**config.mk**
```make
export PLATFORM = sky130hd
export DESIGN_NAME = dp_link_planner
export DESIGN_NICKNAME = d
export VERILOG_FILES = /design/src/rtl/dp_link_planner_pkg.sv /design/src/rtl/dp_link_planner_ctrl.sv /design/src/rtl/dp_link_planner_pair.sv /design/src/rtl/dp_link_planner_dp.sv /design/src/rtl/dp_link_planner.sv
export SDC_FILE = /design/constraint.sdc
export NUM_CORES = 1
export LEC_CHECK = 0
export BUFFER_PORTS_ARGS = -buffer_cell sky130_fd_sc_hd__clkbuf_2
export CORE_ASPECT_RATIO = 1.1
export CORE_MARGIN = 5
export CORE_UTILIZATION = 60
export CTS_BUF_LIST = sky130_fd_sc_hd__clkbuf_8
export DETAILED_ROUTE_END_ITERATION = 10
export GPL_TIMING_DRIVEN = 0
export PLACE_DENSITY_LB_ADDON = 0.05
export SYNTH_ARGS = -nofsm -noshare
export SYNTH_HDL_FRONTEND = slang
export SYNTH_HIERARCHICAL = 1
export SYNTH_SLANG_ARGS = --single-unit
```
**constraint.sdc**
```tcl
create_clock -name clk -period 9.5 [get_ports clk]
set_clock_uncertainty 0.2 [all_clocks]
set_input_delay 1.425 -clock clk [delete_from_list [all_inputs] [get_ports clk]]
set_output_delay 1.425 -clock clk [all_outputs]
set_load 0.01 [all_outputs]
```
**src/rtl/dp_link_planner_pkg.sv**
```systemverilog
package dp_link_planner_pkg;

  localparam int unsigned LCLK_W = 19;
  localparam logic [LCLK_W-1:0] RATE_LO_KHZ = 19'd162000;
  localparam logic [LCLK_W-1:0] RATE_HI_KHZ = 19'd270000;
  localparam logic [7:0] RATE_LO_CODE = 8'h06;
  localparam logic [7:0] RATE_HI_CODE = 8'h0A;
  localparam logic [7:0] REV_LANE_CAP = 8'h11;
  localparam int unsigned LOW_PIX_KHZ = 10000;

  function automatic int unsigned maxOf(input int unsigned a, input int unsigned b);
    return (a > b) ? a : b;
  endfunction

  typedef enum logic [1:0] {ST_IDLE, ST_SEARCH, ST_REDUCE} plannerState_t;

  typedef struct packed {
    logic load;     // capture request and caps
    logic step;     // advance to next grid point
    logic commit;   // current grid point fits: load raw ratios
    logic shift;    // one reduction step
    logic publish;  // copy result to outputs
    logic reject;   // no pair fits: flags only
  } ctrlStrobe_t;

endpackage

```
**src/rtl/dp_link_planner_ctrl.sv**
```systemverilog
module dp_link_planner_ctrl
  import dp_link_planner_pkg::*;
(
  input  logic        clk,
  input  logic        rstN,
  input  logic        start,
  input  logic        fits,
  input  logic        lastCand,
  input  logic        needShift,
  output ctrlStrobe_t strb,
  output logic        done,
  output logic        fail
);

  plannerState_t state, stateNext;

  always_comb begin
    strb      = '0;
    stateNext = state;
    unique case (state)
      ST_IDLE: begin
        if (start) begin
          strb.load = 1'b1;
          stateNext = ST_SEARCH;
        end
      end
      ST_SEARCH: begin
        if (fits) begin
          strb.commit = 1'b1;
          stateNext   = ST_REDUCE;
        end else if (lastCand) begin
          strb.reject = 1'b1;
          stateNext   = ST_IDLE;
        end else begin
          strb.step = 1'b1;
        end
      end
      ST_REDUCE: begin
        if (needShift) begin
          strb.shift = 1'b1;
        end else begin
          strb.publish = 1'b1;
          stateNext    = ST_IDLE;
        end
      end
      default: stateNext = ST_IDLE;
    endcase
  end

  always_ff @(posedge clk) begin
    if (!rstN) begin
      state <= ST_IDLE;
      done  <= 1'b0;
      fail  <= 1'b0;
    end else begin
      state <= stateNext;
      done  <= strb.publish | strb.reject;
      if (strb.reject)       fail <= 1'b1;
      else if (strb.publish) fail <= 1'b0;
    end
  end

endmodule

```
**src/rtl/dp_link_planner_pair.sv**
```systemverilog
module dp_link_planner_pair #(
  parameter int unsigned WRK_W   = 26,
  parameter int unsigned RATIO_W = 24
) (
  input  logic               clk,
  input  logic               rstN,
  input  logic               load,
  input  logic [WRK_W-1:0]   loadM,
  input  logic [WRK_W-1:0]   loadN,
  input  logic               shift,
  output logic               needShift,
  output logic [RATIO_W-1:0] ratioM,
  output logic [RATIO_W-1:0] ratioN
);

  localparam logic [WRK_W-1:0] LIMIT = (WRK_W'(1) << RATIO_W) - WRK_W'(1);

  logic [WRK_W-1:0] workM, workN;

  assign needShift = (workM > LIMIT) || (workN > LIMIT);
  assign ratioM    = workM[RATIO_W-1:0];
  assign ratioN    = workN[RATIO_W-1:0];

  always_ff @(posedge clk) begin
    if (!rstN) begin
      workM <= '0;
      workN <= '0;
    end else if (load) begin
      workM <= loadM;
      workN <= loadN;
    end else if (shift && needShift) begin
      workM <= workM >> 1;
      workN <= workN >> 1;
    end
  end

endmodule

```
**src/rtl/dp_link_planner_dp.sv**
```systemverilog
module dp_link_planner_dp
  import dp_link_planner_pkg::*;
#(
  parameter int unsigned PIX_W   = 24,
  parameter int unsigned BPP_W   = 8,
  parameter int unsigned RATIO_W = 24
) (
  input  logic               clk,
  input  logic               rstN,
  input  ctrlStrobe_t        strb,
  input  logic [PIX_W-1:0]   pixClkKhz,
  input  logic [BPP_W-1:0]   bitsPerPixel,
  input  logic               embPanel,
  input  logic [7:0]         capRev,
  input  logic [7:0]         capMaxRate,
  input  logic [7:0]         capMaxLanes,
  output logic               fits,
  output logic               lastCand,
  output logic               needShift,
  output logic [7:0]         rateCode,
  output logic [2:0]         laneCnt,
  output logic               modeOk,
  output logic               tooHigh,
  output logic               tooLow,
  output logic [RATIO_W-1:0] dataM,
  output logic [RATIO_W-1:0] dataN,
  output logic [RATIO_W-1:0] linkM,
  output logic [RATIO_W-1:0] linkN
);

  localparam int unsigned BW_W    = PIX_W + BPP_W;
  localparam int unsigned AVAIL_W = LCLK_W + 2;
  localparam int unsigned DM_W    = PIX_W + 2;
  localparam int unsigned WRK_W   = maxOf(maxOf(DM_W, RATIO_W), AVAIL_W);
  localparam int unsigned CMP_W   = maxOf(BW_W, AVAIL_W);

  // request decode (valid on the load cycle)
  logic [BW_W-1:0]    prodEmb, reqNow;
  logic [1:0]         maxLaneNow;
  logic               maxRateNow;
  logic [AVAIL_W-1:0] maxAvailNow;
  logic               highNow, lowNow;

  assign prodEmb = BW_W'(pixClkKhz) * BW_W'(bitsPerPixel);
  assign reqNow  = embPanel ? (prodEmb >> 3) : (BW_W'(pixClkKhz) * BW_W'(2'd3));

  always_comb begin
    maxLaneNow = 2'd2;
    if (capRev >= REV_LANE_CAP) begin
      unique case (capMaxLanes[4:0])
        5'd1:    maxLaneNow = 2'd0;
        5'd2:    maxLaneNow = 2'd1;
        default: maxLaneNow = 2'd2;
      endcase
    end
  end

  assign maxRateNow  = (capMaxRate == RATE_HI_CODE);
  assign maxAvailNow = AVAIL_W'(maxRateNow ? RATE_HI_KHZ : RATE_LO_KHZ) << maxLaneNow;
  assign highNow     = CMP_W'(reqNow) > CMP_W'(maxAvailNow);
  assign lowNow      = pixClkKhz < PIX_W'(LOW_PIX_KHZ);

  // captured request and grid walker
  logic [PIX_W-1:0]   rPix;
  logic [BW_W-1:0]    rReq;
  logic [1:0]         rMaxLane, candLane;
  logic               rMaxRate, candRate;
  logic               pendHigh, pendLow;
  logic [LCLK_W-1:0]  candClk;
  logic [AVAIL_W-1:0] candAvail;

  assign candClk   = candRate ? RATE_HI_KHZ : RATE_LO_KHZ;
  assign candAvail = AVAIL_W'(candClk) << candLane;
  assign fits      = CMP_W'(candAvail) >= CMP_W'(rReq);
  assign lastCand  = (candLane == rMaxLane) && (candRate == rMaxRate);

  logic [7:0] selRate;
  logic [2:0] selLane;

  always_ff @(posedge clk) begin
    if (!rstN) begin
      rPix     <= '0;
      rReq     <= '0;
      rMaxLane <= '0;
      rMaxRate <= 1'b0;
      candLane <= '0;
      candRate <= 1'b0;
      pendHigh <= 1'b0;
      pendLow  <= 1'b0;
      selRate  <= RATE_LO_CODE;
      selLane  <= 3'd1;
    end else if (strb.load) begin
      rPix     <= pixClkKhz;
      rReq     <= reqNow;
      rMaxLane <= maxLaneNow;
      rMaxRate <= maxRateNow;
      candLane <= '0;
      candRate <= 1'b0;
      pendHigh <= highNow;
      pendLow  <= lowNow;
    end else if (strb.step) begin
      if (candRate == rMaxRate) begin
        candRate <= 1'b0;
        candLane <= candLane + 2'd1;
      end else begin
        candRate <= 1'b1;
      end
    end else if (strb.commit) begin
      selRate <= candRate ? RATE_HI_CODE : RATE_LO_CODE;
      selLane <= 3'd1 << candLane;
    end
  end

  // the two ratio pairs share one structure
  logic [1:0]               pairNeed;
  logic [1:0][WRK_W-1:0]    pairLoadM, pairLoadN;
  logic [1:0][RATIO_W-1:0]  pairM, pairN;

  assign pairLoadM[0] = WRK_W'(rPix) * WRK_W'(2'd3);
  assign pairLoadN[0] = WRK_W'(candAvail);
  assign pairLoadM[1] = WRK_W'(rPix);
  assign pairLoadN[1] = WRK_W'(candClk);

  for (genvar g = 0; g < 2; g++) begin : gPair
    dp_link_planner_pair #(.WRK_W(WRK_W), .RATIO_W(RATIO_W)) uPair (
      .clk      (clk),
      .rstN     (rstN),
      .load     (strb.commit),
      .loadM    (pairLoadM[g]),
      .loadN    (pairLoadN[g]),
      .shift    (strb.shift),
      .needShift(pairNeed[g]),
      .ratioM   (pairM[g]),
      .ratioN   (pairN[g])
    );
  end

  assign needShift = |pairNeed;

  // published results
  always_ff @(posedge clk) begin
    if (!rstN) begin
      rateCode <= RATE_LO_CODE;
      laneCnt  <= 3'd1;
      modeOk   <= 1'b0;
      tooHigh  <= 1'b0;
      tooLow   <= 1'b0;
      dataM    <= '0;
      dataN    <= '0;
      linkM    <= '0;
      linkN    <= '0;
    end else begin
      if (strb.publish || strb.reject) begin
        tooHigh <= pendHigh;
        tooLow  <= pendLow;
        modeOk  <= !pendHigh && !pendLow;
      end
      if (strb.publish) begin
        rateCode <= selRate;
        laneCnt  <= selLane;
        dataM    <= pairM[0];
        dataN    <= pairN[0];
        linkM    <= pairM[1];
        linkN    <= pairN[1];
      end
    end
  end

endmodule

```
**src/rtl/dp_link_planner.sv**
```systemverilog
module dp_link_planner
  import dp_link_planner_pkg::*;
#(
  parameter int unsigned PIX_W   = 24,
  parameter int unsigned BPP_W   = 8,
  parameter int unsigned RATIO_W = 24,
  parameter int unsigned TU_SIZE = 64,
  localparam int unsigned TU_W   = $clog2(TU_SIZE)
) (
  input  logic               clk,
  input  logic               rstN,
  input  logic               start,
  input  logic [PIX_W-1:0]   pixClkKhz,
  input  logic [BPP_W-1:0]   bitsPerPixel,
  input  logic               embPanel,
  input  logic [7:0]         capRev,
  input  logic [7:0]         capMaxRate,
  input  logic [7:0]         capMaxLanes,
  output logic               done,
  output logic               fail,
  output logic [7:0]         rateCode,
  output logic [2:0]         laneCnt,
  output logic               modeOk,
  output logic               tooHigh,
  output logic               tooLow,
  output logic [TU_W-1:0]    tuMinus1,
  output logic [RATIO_W-1:0] dataM,
  output logic [RATIO_W-1:0] dataN,
  output logic [RATIO_W-1:0] linkM,
  output logic [RATIO_W-1:0] linkN
);

  ctrlStrobe_t strb;
  logic        fits, lastCand, needShift;

  assign tuMinus1 = TU_W'(TU_SIZE - 1);

  dp_link_planner_ctrl uCtrl (
    .clk      (clk),
    .rstN     (rstN),
    .start    (start),
    .fits     (fits),
    .lastCand (lastCand),
    .needShift(needShift),
    .strb     (strb),
    .done     (done),
    .fail     (fail)
  );

  dp_link_planner_dp #(.PIX_W(PIX_W), .BPP_W(BPP_W), .RATIO_W(RATIO_W)) uDp (
    .clk         (clk),
    .rstN        (rstN),
    .strb        (strb),
    .pixClkKhz   (pixClkKhz),
    .bitsPerPixel(bitsPerPixel),
    .embPanel    (embPanel),
    .capRev      (capRev),
    .capMaxRate  (capMaxRate),
    .capMaxLanes (capMaxLanes),
    .fits        (fits),
    .lastCand    (lastCand),
    .needShift   (needShift),
    .rateCode    (rateCode),
    .laneCnt     (laneCnt),
    .modeOk      (modeOk),
    .tooHigh     (tooHigh),
    .tooLow      (tooLow),
    .dataM       (dataM),
    .dataN       (dataN),
    .linkM       (linkM),
    .linkN       (linkN)
  );

endmodule

```
==> summary.txt <==
Status = finished, final reports clean
Fin crit period = 8310 ps
Hold Vio Cnt, Final = 0
Std-Cell Rows = 72
CP Capture Type = register
Die W = 190 um
Met3 GRT Util = 0.0268
Ys flop type = dfxtp_1
Commonest non-fill, non-tap cell in the layout = dfxtp_1
Crit Path Max Fanout = 10
Synth Cell Area = 21400 um^2
Max Cap Violations = 0
CP delay by family, top = adder cells
Final wirelength = 57700 um
Pwr per Cell Area = 204 nW/um^2
Kind of critical path = in -> reg
Hold buffer count at CTS = 0
CTS clock-pin slew for the worst setup and hold paths = 60 ps
Design area = 23800 um^2
CTS tree = yes
Place WS = 787 ps
CP Launch Point = bitsPerPixel[7]
Yosys cell types = 85
First-pass GRT wire length = 92800 um
Synth warn = 6
Yosys reg bits = 278
Cell taking the most area after synthesis = dfxtp_1
Placeable Area = 35200 um^2
RSZ-0062 raised after global routing = no
Drt drc = 0
N_diodes = 0
Internal reg-to-reg setup slack = 4190 ps
Via count = 17900
Synth Instances = 2506
Yosys top cell area share = 0.260
Hold WC Path Type = reg -> reg
Layout Cells excl Fill = 3264
Top post-synthesis cells by area = dfxtp_1 26%, fa_1 13%, ha_1 9.1%
Met1 Track Usage GR = 0.350
CP Buf/Inv Count = 5
Tcrit/Tclk final = 0.874
Post-synthesis sequential area ratio = 0.260
H-tree depth = 2
Global Route met2 Usage = 0.514
Clock Latency Late Sink = 580 ps
P&R area growth vs syn = 11.6%
Worst Tran Pin Value = 921 ps
Commonest non-fill, non-tap cells in the layout = 278 x dfxtp_1, 244 x a21oi_1, 230 x nand2_1, 227 x inv_1, 207 x nor2_1
CP Launch Type = input port
Die H = 208 um
Worst setup path end = uDp/pendHigh
Max Slew Vio Count = 0
Post-synth EDFFs = 0
Starting Density = 0.607
Fillcell total = 3018
Critical path's slowest cell = fa_1
I/O Pins = 178
WL per Instance = 17.7 um
Clk sinks = 278
Critical R2R Capture = uDp/gPair[1].uPair/workM[12]
Share of cells above drive strength 1 = 0.152
DP Cell Count = 3187
Mean Syn Cell Area = 8.53 um^2
Crit path depth = 26
CP arrival = 8530 ps
Post-CTS setup buffer count = 0
DRT iter0 DRCs = 1144
DP HPWL = 45900 um
Root Buffer = clkbuf_8
Routability cong. = 0.959
Die ar. = 39500 um^2
CTS Buf Count = 44
Setup total negative slack = 0 ps
Data required time of the worst path = 9720 ps
Post-CTS sizing = 0
Final #Nets = 3102
Port Buffers = 162
Final setup margin = 1190 ps
Largest net degree at the start of global routing = 27
Worst r2r src = uDp/candRate
Detail Route Antenna Nets = 0
Initial antenna violation count = 0
Crit path top cell by count = fa_1
CTS max path bufs = 3
Total chip power = 4.87 mW
GRT Overall Usage = 0.286
Setup violators final = 0
Achievable Freq = 0.120 GHz
Cell area after placement = 22900 um^2
Pre-antenna DRT Iters = 5
Asr flop ratio synth = 0
Leakage = 10.9 nW
Worst-case reg-to-reg path depth = 19
Vias in the first global route = 18100
Vias per Instance = 5.48
Grt ovf = 0
GRT busiest layer = met2
Slew margin rel. = 0.386
Max stage delay on crit path = 540 ps
Worst VDD drop = 0.106 mV
layer usage:
metal	up-vias	wire, um
met1	8571	24400
met2	485	28400
li1	8732	-
met4	0	2580
met5	-	0
met3	110	2300
worst reg2reg max path: cells and delay by family (launching register included):
kind / cells / cell delay [ps]
AO/OA/AOI/OAI: 9 / 1550
buffers and inverters: 5 / 1500
adder cells (fa/ha/maj): 2 / 700
AND/OR/NAND/NOR: 3 / 690
flip-flops: 1 / 620
flip-flops by register name, summed over array words and instances, names as in the netlist, 2 cells and up:
register               cells
uDp/gPair.uPair/workM     52
uDp/gPair.uPair/workN     52
uDp/rReq                  29
uDp/dataM                 24
uDp/dataN                 24
uDp/linkM                 24
uDp/linkN                 24
uDp/rPix                  24
uDp/laneCnt                3
uDp/selLane                3
uCtrl/state                2
uDp/candLane               2
uDp/rMaxLane               2
uDp/rateCode               2
uDp/selRate                2
final cells by class:
type	instances	area [um^2]	share of cell area
clock buffers	55	757	0.0317
repair buffers	162	811	0.0340
multi-input cells	1809	13700	0.575
clock inverters	22	163	0.00682
plain buffers	240	1430	0.0598
flip-flops and latches	278	5570	0.233
well taps	481	602	0.0252
inverters	217	815	0.0342
where the power goes:
group	switching, mW	internal [mW]
Clock	0.474	0.579
Combinational	1.48	1.02
Sequential	0.0725	1.26
synth_stat cells (14+ instances only):
cell / number
a21o_1: 37
mux2i_1: 151
o21a_1: 14
xnor2_1: 36
ha_1: 156
nor2b_1: 14
xor2_1: 35
inv_1: 215
a31oi_1: 14
and2_1: 128
o21ai_0: 137
nand2_1: 230
clkbuf_1: 86
nand2b_1: 15
a21oi_1: 244
a21oi_2: 26
nor3_1: 16
buf_4: 113
nor2_1: 207
fa_1: 134
buf_1: 21
dfxtp_1: 278
a211oi_1: 17
worst min-delay path by stage:
stage,from,endpoint,cells past startpoint
global placement,uDp/gPair[1].uPair/workM[0],uDp/gPair[1].uPair/workM[0],2
CTS,uDp/gPair[0].uPair/workN[0],uDp/gPair[0].uPair/workN[0],2
floorplan,uDp/gPair[0].uPair/workM[0],uDp/gPair[0].uPair/workM[0],2
global route,uDp/gPair[1].uPair/workM[0],uDp/gPair[1].uPair/workM[0],2
detailed placement,uDp/gPair[0].uPair/workN[0],uDp/gPair[0].uPair/workN[0],2
finish,uDp/gPair[0].uPair/workN[0],uDp/gPair[0].uPair/workN[0],2
stage by stage:
| step | hold WS, ps | util |
|---|---|---|
| final | 253 | 0.677 |
| after global routing | 279 | 0.677 |
| after CTS | 255 | 0.677 |
| after detailed placement | 247 | 0.651 |
| after global placement | 246 | 0.651 |
| after floorplan | 230 | - |
kinds of logic after synthesis:
logic type,after synthesis,share of synthesized area
AOI/OAI and AO/OA,572,0.165
xor gates and xnor gates,71,0.0291
adders and majority gates,290,0.217
buffers and inverters,457,0.105
DFF,278,0.260
muxes,157,0.0741
other,3,0.000527
and+or+nand+nor,678,0.149
No activity file was read; power rests on OpenSTA's default activity.
